<file path="config.mk">
export PLATFORM = sky130hd
export DESIGN_NAME = fuse_ctl
export DESIGN_NICKNAME = d
export VERILOG_FILES = /design/src/rtl/fuse_ctl_pkg.sv /design/src/rtl/fuse_ctl_regs.sv /design/src/rtl/fuse_ctl_seq.sv /design/src/rtl/fuse_ctl.sv
export SDC_FILE = /design/constraint.sdc
export NUM_CORES = 2
export LEC_CHECK = 0
export ABC_AREA = 0
export BUFFER_PORTS_ARGS = -buffer_cell sky130_fd_sc_hd__buf_2
export CELL_PAD_IN_SITES_DETAIL_PLACEMENT = 0
export CELL_PAD_IN_SITES_GLOBAL_PLACEMENT = 1
export CORE_ASPECT_RATIO = 1.75
export CORE_MARGIN = 5
export CORE_UTILIZATION = 50
export CTS_CLUSTER_SIZE = 24
export DETAILED_ROUTE_END_ITERATION = 12
export PLACE_DENSITY_LB_ADDON = 0.1
export SYNTH_ARGS = -nofsm -noshare
export SYNTH_HDL_FRONTEND = slang
export SYNTH_HIERARCHICAL = 1
export SYNTH_SLANG_ARGS = --single-unit
</file>
<file path="constraint.sdc">
create_clock -name clk -period 10.95 [get_ports clk]
set_clock_uncertainty 0.15 [all_clocks]
set_input_delay 0.5475 -clock clk [delete_from_list [all_inputs] [get_ports clk]]
set_output_delay 0.5475 -clock clk [all_outputs]
set_load 0.05 [all_outputs]
</file>
<file path="src/rtl/fuse_ctl_pkg.sv">
package fuse_ctl_pkg;
  localparam logic [15:0] UNLOCK_KEY = 16'h3E77;

  localparam logic [7:0] OFS_CTRL  = 8'h00;
  localparam logic [7:0] OFS_CSET  = 8'h04;
  localparam logic [7:0] OFS_CCLR  = 8'h08;
  localparam logic [7:0] OFS_TIME  = 8'h10;
  localparam logic [7:0] OFS_PDATA = 8'h20;
  localparam logic [7:0] OFS_RCMD  = 8'h30;
  localparam logic [7:0] OFS_RDATA = 8'h40;

  typedef struct packed {
    logic capRead;
    logic capShadow;
    logic clrUnlock;
    logic clrReload;
    logic errSet;
  } ctlStrobes_t;

  typedef enum logic [1:0] {PH_IDLE, PH_RLX1, PH_STRB, PH_RLX2} phase_t;
  typedef enum logic [1:0] {OP_READ, OP_PROG, OP_RELOAD} op_t;
endpackage

</file>
<file path="src/rtl/fuse_ctl_regs.sv">
module fuse_ctl_regs
  import fuse_ctl_pkg::*;
#(
  parameter int unsigned ADDR_W     = 7,
  parameter int unsigned BUS_AW     = 12,
  parameter logic [31:0] TIMING_RST = 32'h0003_1005
) (
  input  logic              clk,
  input  logic              rstN,
  input  logic              regWe,
  input  logic [BUS_AW-1:0] regAddr,
  input  logic [31:0]       regWdata,
  output logic [31:0]       regRdata,
  input  logic              busy,
  input  ctlStrobes_t       stb,
  input  logic [31:0]       fuseRdData,
  input  logic [ADDR_W-1:0] opAddr,
  output logic              cmdRead,
  output logic              cmdProg,
  output logic              cmdReload,
  output logic              reloadBit,
  output logic              errBit,
  output logic              keyOk,
  output logic [ADDR_W-1:0] ctrlAddr,
  output logic [3:0]        relaxCnt,
  output logic [5:0]        rdStrCnt,
  output logic [11:0]       pgmStrCnt,
  output logic [31:0]       pgmData
);
  localparam int unsigned WORDS     = 1 << ADDR_W;
  localparam logic [31:0] ADDR_M    = (32'd1 << ADDR_W) - 32'd1;
  localparam logic [31:0] HELD_M    = 32'hFFFF_0400;  // unlock field and reload bit

  logic [31:0] ctrlQ, ctrlNew, ctrlD, wrMask;
  logic [21:0] timeQ;
  logic [31:0] dataQ, readQ;
  logic [31:0] shadowMem [WORDS];

  logic isReg, isShadow, wrCtrl, wrSet, wrClr, wrTime, wrPdata, wrRcmd;

  assign isReg    = (regAddr[BUS_AW-1:8] == '0);
  assign isShadow = (regAddr[BUS_AW-1 -: 2] == 2'b01);
  assign wrCtrl   = regWe && isReg && (regAddr[7:0] == OFS_CTRL);
  assign wrSet    = regWe && isReg && (regAddr[7:0] == OFS_CSET);
  assign wrClr    = regWe && isReg && (regAddr[7:0] == OFS_CCLR);
  assign wrTime   = regWe && isReg && (regAddr[7:0] == OFS_TIME);
  assign wrPdata  = regWe && isReg && (regAddr[7:0] == OFS_PDATA);
  assign wrRcmd   = regWe && isReg && (regAddr[7:0] == OFS_RCMD);

  assign cmdRead   = wrRcmd && regWdata[0];
  assign cmdProg   = wrPdata;
  assign cmdReload = (wrCtrl || wrSet) && regWdata[10];

  always_comb begin
    if (wrSet)      ctrlNew = ctrlQ | regWdata;
    else if (wrClr) ctrlNew = ctrlQ & ~regWdata;
    else            ctrlNew = regWdata;
    // the key and reload request are frozen while an operation runs
    wrMask = busy ? ADDR_M : (ADDR_M | HELD_M);
    ctrlD  = ctrlQ;
    if (wrCtrl || wrSet || wrClr) ctrlD = (ctrlQ & ~wrMask) | (ctrlNew & wrMask);
    if (wrClr && regWdata[9]) ctrlD[9] = 1'b0;
    if (stb.clrUnlock)        ctrlD[31:16] = '0;
    if (stb.clrReload)        ctrlD[10] = 1'b0;
    if (stb.errSet)           ctrlD[9] = 1'b1;
  end

  always_ff @(posedge clk) begin
    if (!rstN) begin
      ctrlQ <= '0;
      timeQ <= TIMING_RST[21:0];
      dataQ <= '0;
      readQ <= '0;
    end else begin
      ctrlQ <= ctrlD;
      if (wrTime)            timeQ <= regWdata[21:0];
      if (wrPdata && !busy)  dataQ <= regWdata;
      if (stb.capRead)       readQ <= fuseRdData;
    end
  end

  always_ff @(posedge clk) begin
    if (stb.capShadow) shadowMem[opAddr] <= fuseRdData;
  end

  always_comb begin
    regRdata = '0;
    if (isShadow) regRdata = shadowMem[regAddr[ADDR_W+1:2]];
    else if (isReg) begin
      case (regAddr[7:0])
        OFS_CTRL, OFS_CSET, OFS_CCLR: begin
          regRdata    = ctrlQ;
          regRdata[8] = busy;
        end
        OFS_TIME:  regRdata = {10'd0, timeQ};
        OFS_PDATA: regRdata = dataQ;
        OFS_RDATA: regRdata = readQ;
        default:   regRdata = '0;
      endcase
    end
  end

  assign reloadBit = ctrlQ[10];
  assign errBit    = ctrlQ[9];
  assign keyOk     = (ctrlQ[31:16] == UNLOCK_KEY);
  assign ctrlAddr  = ctrlQ[ADDR_W-1:0];
  assign relaxCnt  = timeQ[15:12];
  assign rdStrCnt  = timeQ[21:16];
  assign pgmStrCnt = timeQ[11:0];
  assign pgmData   = dataQ;
endmodule

</file>
<file path="src/rtl/fuse_ctl_seq.sv">
module fuse_ctl_seq
  import fuse_ctl_pkg::*;
#(
  parameter int unsigned ADDR_W = 7
) (
  input  logic              clk,
  input  logic              rstN,
  input  logic              cmdRead,
  input  logic              cmdProg,
  input  logic              cmdReload,
  input  logic              reloadBit,
  input  logic              keyOk,
  input  logic [ADDR_W-1:0] ctrlAddr,
  input  logic [3:0]        relaxCnt,
  input  logic [5:0]        rdStrCnt,
  input  logic [11:0]       pgmStrCnt,
  output logic              busy,
  output logic [ADDR_W-1:0] opAddr,
  output logic              fuseRdStrobe,
  output logic              fusePgmStrobe,
  output ctlStrobes_t       stb
);
  phase_t            phaseQ, phaseD;
  op_t               opQ, opD;
  logic [11:0]       cntQ, cntD, relaxM1, strbM1;
  logic [ADDR_W-1:0] addrQ, addrD;
  logic              goD, finD;

  function automatic logic [11:0] strobeLast(op_t op, logic [11:0] pgmLen, logic [5:0] rdLen);
    logic [11:0] len;
    len = (op == OP_PROG) ? pgmLen : {6'd0, rdLen};
    return (len == 12'd0) ? 12'd0 : len - 12'd1;
  endfunction

  assign relaxM1 = {8'd0, relaxCnt} - 12'd1;

  always_comb begin
    phaseD = phaseQ;
    opD    = opQ;
    cntD   = cntQ;
    addrD  = addrQ;
    stb    = '0;
    goD    = 1'b0;
    finD   = 1'b0;
    strbM1 = '0;
    if (phaseQ == PH_IDLE) begin
      if (cmdProg && keyOk) begin
        opD = OP_PROG;  addrD = ctrlAddr;  goD = 1'b1;
      end else if (cmdProg) begin
        stb.errSet = 1'b1;
      end else if (cmdRead) begin
        opD = OP_READ;  addrD = ctrlAddr;  goD = 1'b1;
      end else if (reloadBit) begin
        opD = OP_RELOAD;  addrD = '0;  goD = 1'b1;
      end
    end else begin
      if (cmdProg || cmdRead || cmdReload) stb.errSet = 1'b1;
      if (cntQ != 12'd0) cntD = cntQ - 12'd1;
      else begin
        case (phaseQ)
          PH_RLX1: begin
            phaseD = PH_STRB;
            cntD   = strobeLast(opQ, pgmStrCnt, rdStrCnt);
          end
          PH_STRB: begin
            stb.capRead   = (opQ == OP_READ);
            stb.capShadow = (opQ == OP_RELOAD);
            if (relaxCnt != 4'd0) begin
              phaseD = PH_RLX2;
              cntD   = relaxM1;
            end else finD = 1'b1;
          end
          default: finD = 1'b1;
        endcase
      end
    end
    if (finD) begin
      if (opQ == OP_RELOAD && addrQ != '1) begin
        addrD = addrQ + 1'b1;
        goD   = 1'b1;
      end else begin
        phaseD        = PH_IDLE;
        stb.clrUnlock = (opQ == OP_PROG);
        stb.clrReload = (opQ == OP_RELOAD);
      end
    end
    if (goD) begin
      strbM1 = strobeLast(opD, pgmStrCnt, rdStrCnt);
      if (relaxCnt != 4'd0) begin
        phaseD = PH_RLX1;
        cntD   = relaxM1;
      end else begin
        phaseD = PH_STRB;
        cntD   = strbM1;
      end
    end
  end

  always_ff @(posedge clk) begin
    if (!rstN) begin
      phaseQ <= PH_IDLE;
      opQ    <= OP_READ;
      cntQ   <= '0;
      addrQ  <= '0;
    end else begin
      phaseQ <= phaseD;
      opQ    <= opD;
      cntQ   <= cntD;
      addrQ  <= addrD;
    end
  end

  assign busy          = (phaseQ != PH_IDLE);
  assign opAddr        = addrQ;
  assign fuseRdStrobe  = (phaseQ == PH_STRB) && (opQ != OP_PROG);
  assign fusePgmStrobe = (phaseQ == PH_STRB) && (opQ == OP_PROG);
endmodule

</file>
<file path="src/rtl/fuse_ctl.sv">
module fuse_ctl
  import fuse_ctl_pkg::*;
#(
  parameter int unsigned ADDR_W     = 7,
  parameter int unsigned BUS_AW     = 12,
  parameter logic [31:0] TIMING_RST = 32'h0003_1005
) (
  input  logic              clk,
  input  logic              rstN,
  input  logic              regWe,
  input  logic [BUS_AW-1:0] regAddr,
  input  logic [31:0]       regWdata,
  output logic [31:0]       regRdata,
  output logic              busy,
  output logic [ADDR_W-1:0] fuseAddr,
  output logic              fuseRdStrobe,
  output logic              fusePgmStrobe,
  output logic [31:0]       fusePgmData,
  input  logic [31:0]       fuseRdData
);
  ctlStrobes_t       stb;
  logic              cmdRead, cmdProg, cmdReload, reloadBit, errBit, keyOk;
  logic [ADDR_W-1:0] ctrlAddr, opAddr;
  logic [3:0]        relaxCnt;
  logic [5:0]        rdStrCnt;
  logic [11:0]       pgmStrCnt;

  fuse_ctl_regs #(.ADDR_W(ADDR_W), .BUS_AW(BUS_AW), .TIMING_RST(TIMING_RST)) uRegs (
    .clk(clk), .rstN(rstN), .regWe(regWe), .regAddr(regAddr), .regWdata(regWdata),
    .regRdata(regRdata), .busy(busy), .stb(stb), .fuseRdData(fuseRdData), .opAddr(opAddr),
    .cmdRead(cmdRead), .cmdProg(cmdProg), .cmdReload(cmdReload), .reloadBit(reloadBit),
    .errBit(errBit), .keyOk(keyOk), .ctrlAddr(ctrlAddr), .relaxCnt(relaxCnt),
    .rdStrCnt(rdStrCnt), .pgmStrCnt(pgmStrCnt), .pgmData(fusePgmData)
  );

  fuse_ctl_seq #(.ADDR_W(ADDR_W)) uSeq (
    .clk(clk), .rstN(rstN), .cmdRead(cmdRead), .cmdProg(cmdProg), .cmdReload(cmdReload),
    .reloadBit(reloadBit), .keyOk(keyOk), .ctrlAddr(ctrlAddr), .relaxCnt(relaxCnt),
    .rdStrCnt(rdStrCnt), .pgmStrCnt(pgmStrCnt), .busy(busy), .opAddr(opAddr),
    .fuseRdStrobe(fuseRdStrobe), .fusePgmStrobe(fusePgmStrobe), .stb(stb)
  );

  assign fuseAddr = opAddr;
endmodule

</file>
# Word-level counts from Yosys, hierarchy flattened

Memories as Yosys holds them, arrays and structs flattened.
Cells that the tools add are included.

$add $sub $neg: 5
Bitwise operators: 8
Multiplexer cells: 61
Equality and inequality tests: 17
Shift operators: 0
Order comparisons: 0
Divide/modulo/power cells: 0
Multipliers: 0
Reductions and logical operators: 35

Operator list:

| kind                                                                    | count |
|---|---|
| 32-bit 2-to-1 mux                                                       | 5 |
| 32-bit case mux with 4 select lines                                     | 1 |
| 12-bit 2-to-1 mux                                                       | 9 |
| 32-bit bitwise AND                                                      | 3 |
| 32-bit NOT                                                              | 2 |
| 32-bit bitwise OR                                                       | 2 |
| 7-bit 2-to-1 mux                                                        | 7 |
| 12-bit by 1-bit subtractor with 12-bit output, second input constant    | 3 |
| 2-bit 2-to-1 mux                                                        | 17 |
| 12-bit zero test                                                        | 2 |
| 12-bit case mux with 2 select lines                                     | 1 |
| 1-bit 2-to-1 mux                                                        | 18 |
| 16-bit by 14-bit equality test with 1-bit output, second input constant | 1 |
| 8-bit by 6-bit equality test with 1-bit output, second input constant   | 2 |
| 1-bit logical AND                                                       | 15 |
| 12-bit nonzero test                                                     | 1 |
| 10-bit 2-to-1 mux                                                       | 1 |
| 2-bit by 1-bit equality test with 1-bit output, second input constant   | 4 |
| 8-bit by 3-bit equality test with 1-bit output, second input constant   | 1 |
| 8-bit by 4-bit equality test with 1-bit output, second input constant   | 1 |
| 8-bit by 5-bit equality test with 1-bit output, second input constant   | 1 |
| 8-bit by 7-bit equality test with 1-bit output, second input constant   | 1 |
| 8-bit zero test                                                         | 1 |
| 4-bit nonzero test                                                      | 2 |
| 18 further kinds                                                        | 25 |

ROM bits: 0
Logic and storage cells: 138
Memory bits (writable): 4096
Bits in latches: 0
Flip-flop bits (word level): 141
Output and inout bits: 74
Memories kept: 1

Memory list:

| memory          | depth | width | read ports | clocked after memory_dff | wr ports | line                | source |
|---|---|---|---|---|---|---|---|
| uRegs.shadowMem | 128   | 32    | 1          | 0                        | 1        | fuse_ctl_regs.sv:37 | `logic [31:0] shadowMem [WORDS];` |

# Logic depth before layout (Yosys ltp)

Depth after elaboration: 14
Gate-level depth with buffers: 19
Mapped depth without buffers: 14

# Cells and area by module

The synthesis kept the hierarchy.

Modules (own cells, without submodules):

| module        | sequential area each (µm²) | cells an instance | instances | area each (µm²) |
|---|---|---|---|---|
| fuse_ctl_regs | 125220.1                   | 7398              | 1         | 162574.7 |
| fuse_ctl_seq  | 460.4                      | 391               | 1         | 2917.8 |

# Worst setup path after synthesis

OpenSTA, ideal clock, no wires.

Path kind: reg2reg
Start point: register uSeq.cntQ[0]
End point: memory uRegs.shadowMem[100][0] (enable)
Clock period less this slack: 4824 ps
Required time: 10339 ps
Arrival: 4213 ps
Cell stages (with the launch flop): 10
Slack: 6126 ps
Cell sequence: dfxtp_1 inv_1 ha_1 nor3b_4 and4_1 buf_2 and3_1 clkbuf_1 nand4_1 nor3_1

RTL lines:

| item                   | line                | source |
|---|---|---|
| from (decl)            | fuse_ctl_seq.sv:25  | `logic [11:0] cntQ, cntD, relaxM1, strbM1;` |
| from (signal assigned) | fuse_ctl_seq.sv:108 | `cntQ <= cntD;` |
| to (decl)              | fuse_ctl_regs.sv:37 |  |

# Final worst setup path

Start point: input port regAddr[3]
End point: output port regRdata[0]

Cells in the longest elaborated chain, start to end: 5
Elaborated cells between the ends (all ways): 11

Ends and longest elaborated chain:

| item                                                                             | line                | source |
|---|---|---|
| from (decl)                                                                      | fuse_ctl.sv:11      | `input logic [BUS_AW-1:0] regAddr,` |
| parallel branches: the longest is 4 deep, another holds memory read 128 x 32 bit | -                   |  |
| 32-bit 2-to-1 mux (*)                                                            | fuse_ctl_regs.sv:88 | `if (isShadow) regRdata = shadowMem[regAddr[ADDR_W+1:2]];` |
| to (decl)                                                                        | fuse_ctl.sv:13      | `output logic [31:0] regRdata,` |

Every way passes the cells marked *.

==> flow_summary.yaml <==
critical_path:
  critPathRequiredTime_ns: 10.25
  r2r_cells: 9
  crit-reg2reg-launch: "uSeq/cntQ[0]"
  slowest_stage: "a311oi_1"
  max_stage_delay_ns: 1.05
  critPathKind: "in2out"
  crit_arrival_ns: 5.61
  crit_path_end_kind: "primary output"
  cp-startpoint: "regAddr[3]"
  timing.critical_path.to: "regRdata[0]"
  r2r-end: "uRegs/shadowMem[12][30]"
  crit_chain: "buf_8, buf_12, buf_12, mux4_2, mux4_2, nand2_1, a21oi_1, a311oi_1, a31oi_1, buf_2"
  critPathLaunchType: "input pin"
  path_max_fanout: 106
  ff2ff_setup_slack_ns: 5.32
power_and_ir_drop:
  finalPower_w: 0.0333
  p_leak_nw: 58.0
  seqPwrFrac_pct: 53.2
  p_sw_w: 0.00724
  clkPwrFrac_pct: 41.4
  ir_drop_uv: 120
  intPower_w: 0.0261
  p_sw_share_pct: 21.7
  combPwrFrac_pct: 5.4
  powerDensity_nw_per_um2: 179
detailed_routing:
  drt_wl_total_um: 546000
  wl_per_cell_um: 42.2
  drt_iter0_drc: 11000
  via_count: 86100
  drc: 0
  viasPerCell: 6.65
  ant_nets: 0
  firstDrtPassIters: 6
global_route:
  grt_antenna_before_repair: 59
  grt.total_usage_pct: 31.6
  grt-ovfl-total: 0
  grt_pass1_vias: 86100
  grt_start_max_net_pins: 117
  busiest_layer: "met2"
  grt_use_met2_pct: 53.3
  use_met3_pct: 4.86
  grt_use_met1_pct: 37.3
  grt_pass1_wl_um: 737000
timing:
  setup_viol: 0
  hold_viol_final: 0
  drv_slew: 0
  worstMarginPinSlew_ns: 1.41
  fin_crit_ns: 6.31
  fin_crit_sh_pct: 57.6
  max_freq_ghz: 0.158
  slew_headroom_pct: 5.58
  holdWs_ns: 0.0556
  rsz0062_at_grt: "false"
  tns_ns: 0
clocking:
  clk_pin_slew_ns: 0.06
  clk_path_buf_depth: 4
  cts-buffers-inserted: 381
  cts_hold_buf: 51
  clk_latency_ns: 0.94
  htreeDepth: 5
  cts_tree: "built"
  cts-resized-gates: 0
  cts_root_buf: "clkbuf_16"
  numClockSinks: 4230
  postCtsSetupRepairBufs: 0
cells_and_area:
  drive_above_1_share_pct: 26.7
  utilization_pct: 56.4
  ff_latch_area_um2: 126000
  syn2layout_area_growth_pct: 12.4
  multi_input_area_um2: 38100
  fillers: 24600
  num-nets-final: 8328
die:
  die_x_um: 445
  io_pins: 153
  die_y_um: 771
  die_area_um2: 343000
  num_rows: 279
  start_util_pct: 50.2
  core-area_um2: 330000
synth:
  synth.ff_latch_count: 4230
  synth_nets: 7878
  ys_warn_count: 6
  synth_area_um2: 165000
  synth_commonest_cells: "edfxtp_1 (4096), mux4_2 (1015), mux2i_1 (381)"
  synth_flop_cell: "edfxtp_1"
  syn_avg_cell_area_um2: 21.2
  ys_types: 100
  synthArstFlopShare_pct: 0
  seq_area_frac_synth_pct: 75.9
  synth_cells: 7789
  synth.top_cell.area_share_pct: 74.3
  synth_edf_count: 4096
  synthTopCellsByArea: "edfxtp_1 (74%), mux4_2 (14%), mux2i_1 (2.3%), dfxtp_1 (1.6%), nand2_1 (0.72%)"
  synth_top_area_cell: "edfxtp_1"
  synth.most_common_cell: "edfxtp_1"
worst_hold_path:
  hold_class: "in2reg"
placement:
  io_buffer_count: 152
  place_congestion: 0.948
  dp_hpwl_um: 335000
outcome:
  status: "finished clean"
flow_run:
  max-cap-violations: 0
[worst max-delay path: cells and delay by family]
family          cells  cell delay, ns
buf+inv             4            1.84
compound gates      3            1.56
mux                 2            0.95
simple gates        1            0.18
[cells in the final DEF, fill, tap and decap left out, types with 54 or more instances in the layout]
cell / synthesis / layout
buf_2: 142 / 115
mux4_2: 1015 / 1015
edfxtp_1: 4096 / 4096
clkbuf_1: 159 / 55
clkbuf_16: 0 / 393
dfxtp_1: 134 / 134
nor2_1: 182 / 55
clkinv_2: 1 / 64
buf_4: 66 / 349
o21ai_0: 105 / 100
clkinv_1: 1 / 86
a22oi_1: 89 / 89
o221ai_1: 67 / 67
mux2i_1: 381 / 375
nor2b_1: 59 / 54
nand2_1: 317 / 314
a21oi_1: 158 / 158
nor2_4: 1 / 124
[metrics by stage]
step | std cells | instance area [µm²] | setup slack (ns)
global placement | 12200 | 173000 | 4.60
detailed placement | 12200 | 173000 | 4.60
finish | 12900 | 186000 | 4.64
CTS | 12900 | 186000 | 4.69
floorplan | 7789 | 165000 | 6.13
global route | 12900 | 186000 | 4.59
[how the worst min path moves through the flow]
stage                            startpoint  cells after the start                 endpoint
after detailed placement  uRegs/pgmData[26]                      2        uRegs/pgmData[26]
after global placement    uRegs/pgmData[26]                      2        uRegs/pgmData[26]
after CTS                    fuseRdData[14]                      1  uRegs/shadowMem[70][14]
after floorplan                        flop                      2                     flop
final                        fuseRdData[11]                      1  uRegs/shadowMem[76][11]
after global routing         fuseRdData[11]                      1  uRegs/shadowMem[76][11]
[logic make-up after synthesis]
kind of cell / after synthesis / synth area share [%]
AOI/OAI and AO/OA: 802 / 3.44
xor gates and xnor gates: 19 / 0.101
adders and majority gates: 10 / 0.0756
buffers and inverters: 486 / 1.73
DFF: 4230 / 75.9
muxes: 1428 / 16.3
and+or+nand+nor: 814 / 2.37
[state kept, by name, summed over array words and instances (netlist names), named ones only]
register	flops
uRegs/shadowMem	4096
uRegs/pgmData	32
uRegs/readQ	32
uRegs/timeQ	22
uSeq/cntQ	12
uRegs/ctrlQ	8
uSeq/opAddr	7
uSeq/opQ	2
uSeq/phaseQ	2
[cell type report]
cell class                      instances  area share, %
Tap cell                             4355           2.93
Sequential cell                      4230           67.5
Clock inverter                        246           1.39
Clock buffer                          448           5.40
Multi-Input combinational cell       3073           20.5
Antenna cell                           34         0.0457
Inverter                               19         0.0424
Timing Repair Buffer                  534           2.19
[power by group through the flow]
stage          Combinational (W)  Clock (W)  Sequential [W]
6_report                 0.00180     0.0138          0.0177
5_1_grt                  0.00184     0.0146          0.0177
4_1_cts                  0.00181     0.0140          0.0177
3_5_place_dp             0.00179          0          0.0181
3_3_place_gp             0.00177          0          0.0181
2_1_floorplan           0.000859          0          0.0181
[routing by layer]
metal | part of all wire [%] | vias up
li1 | - | 33700
met1 | 33 | 46500
met2 | 50 | 4722
met3 | 7.7 | 1143
met4 | 8.9 | 14
met5 | 0.015 | -
Note: power is estimated with default switching activity, not from simulation.
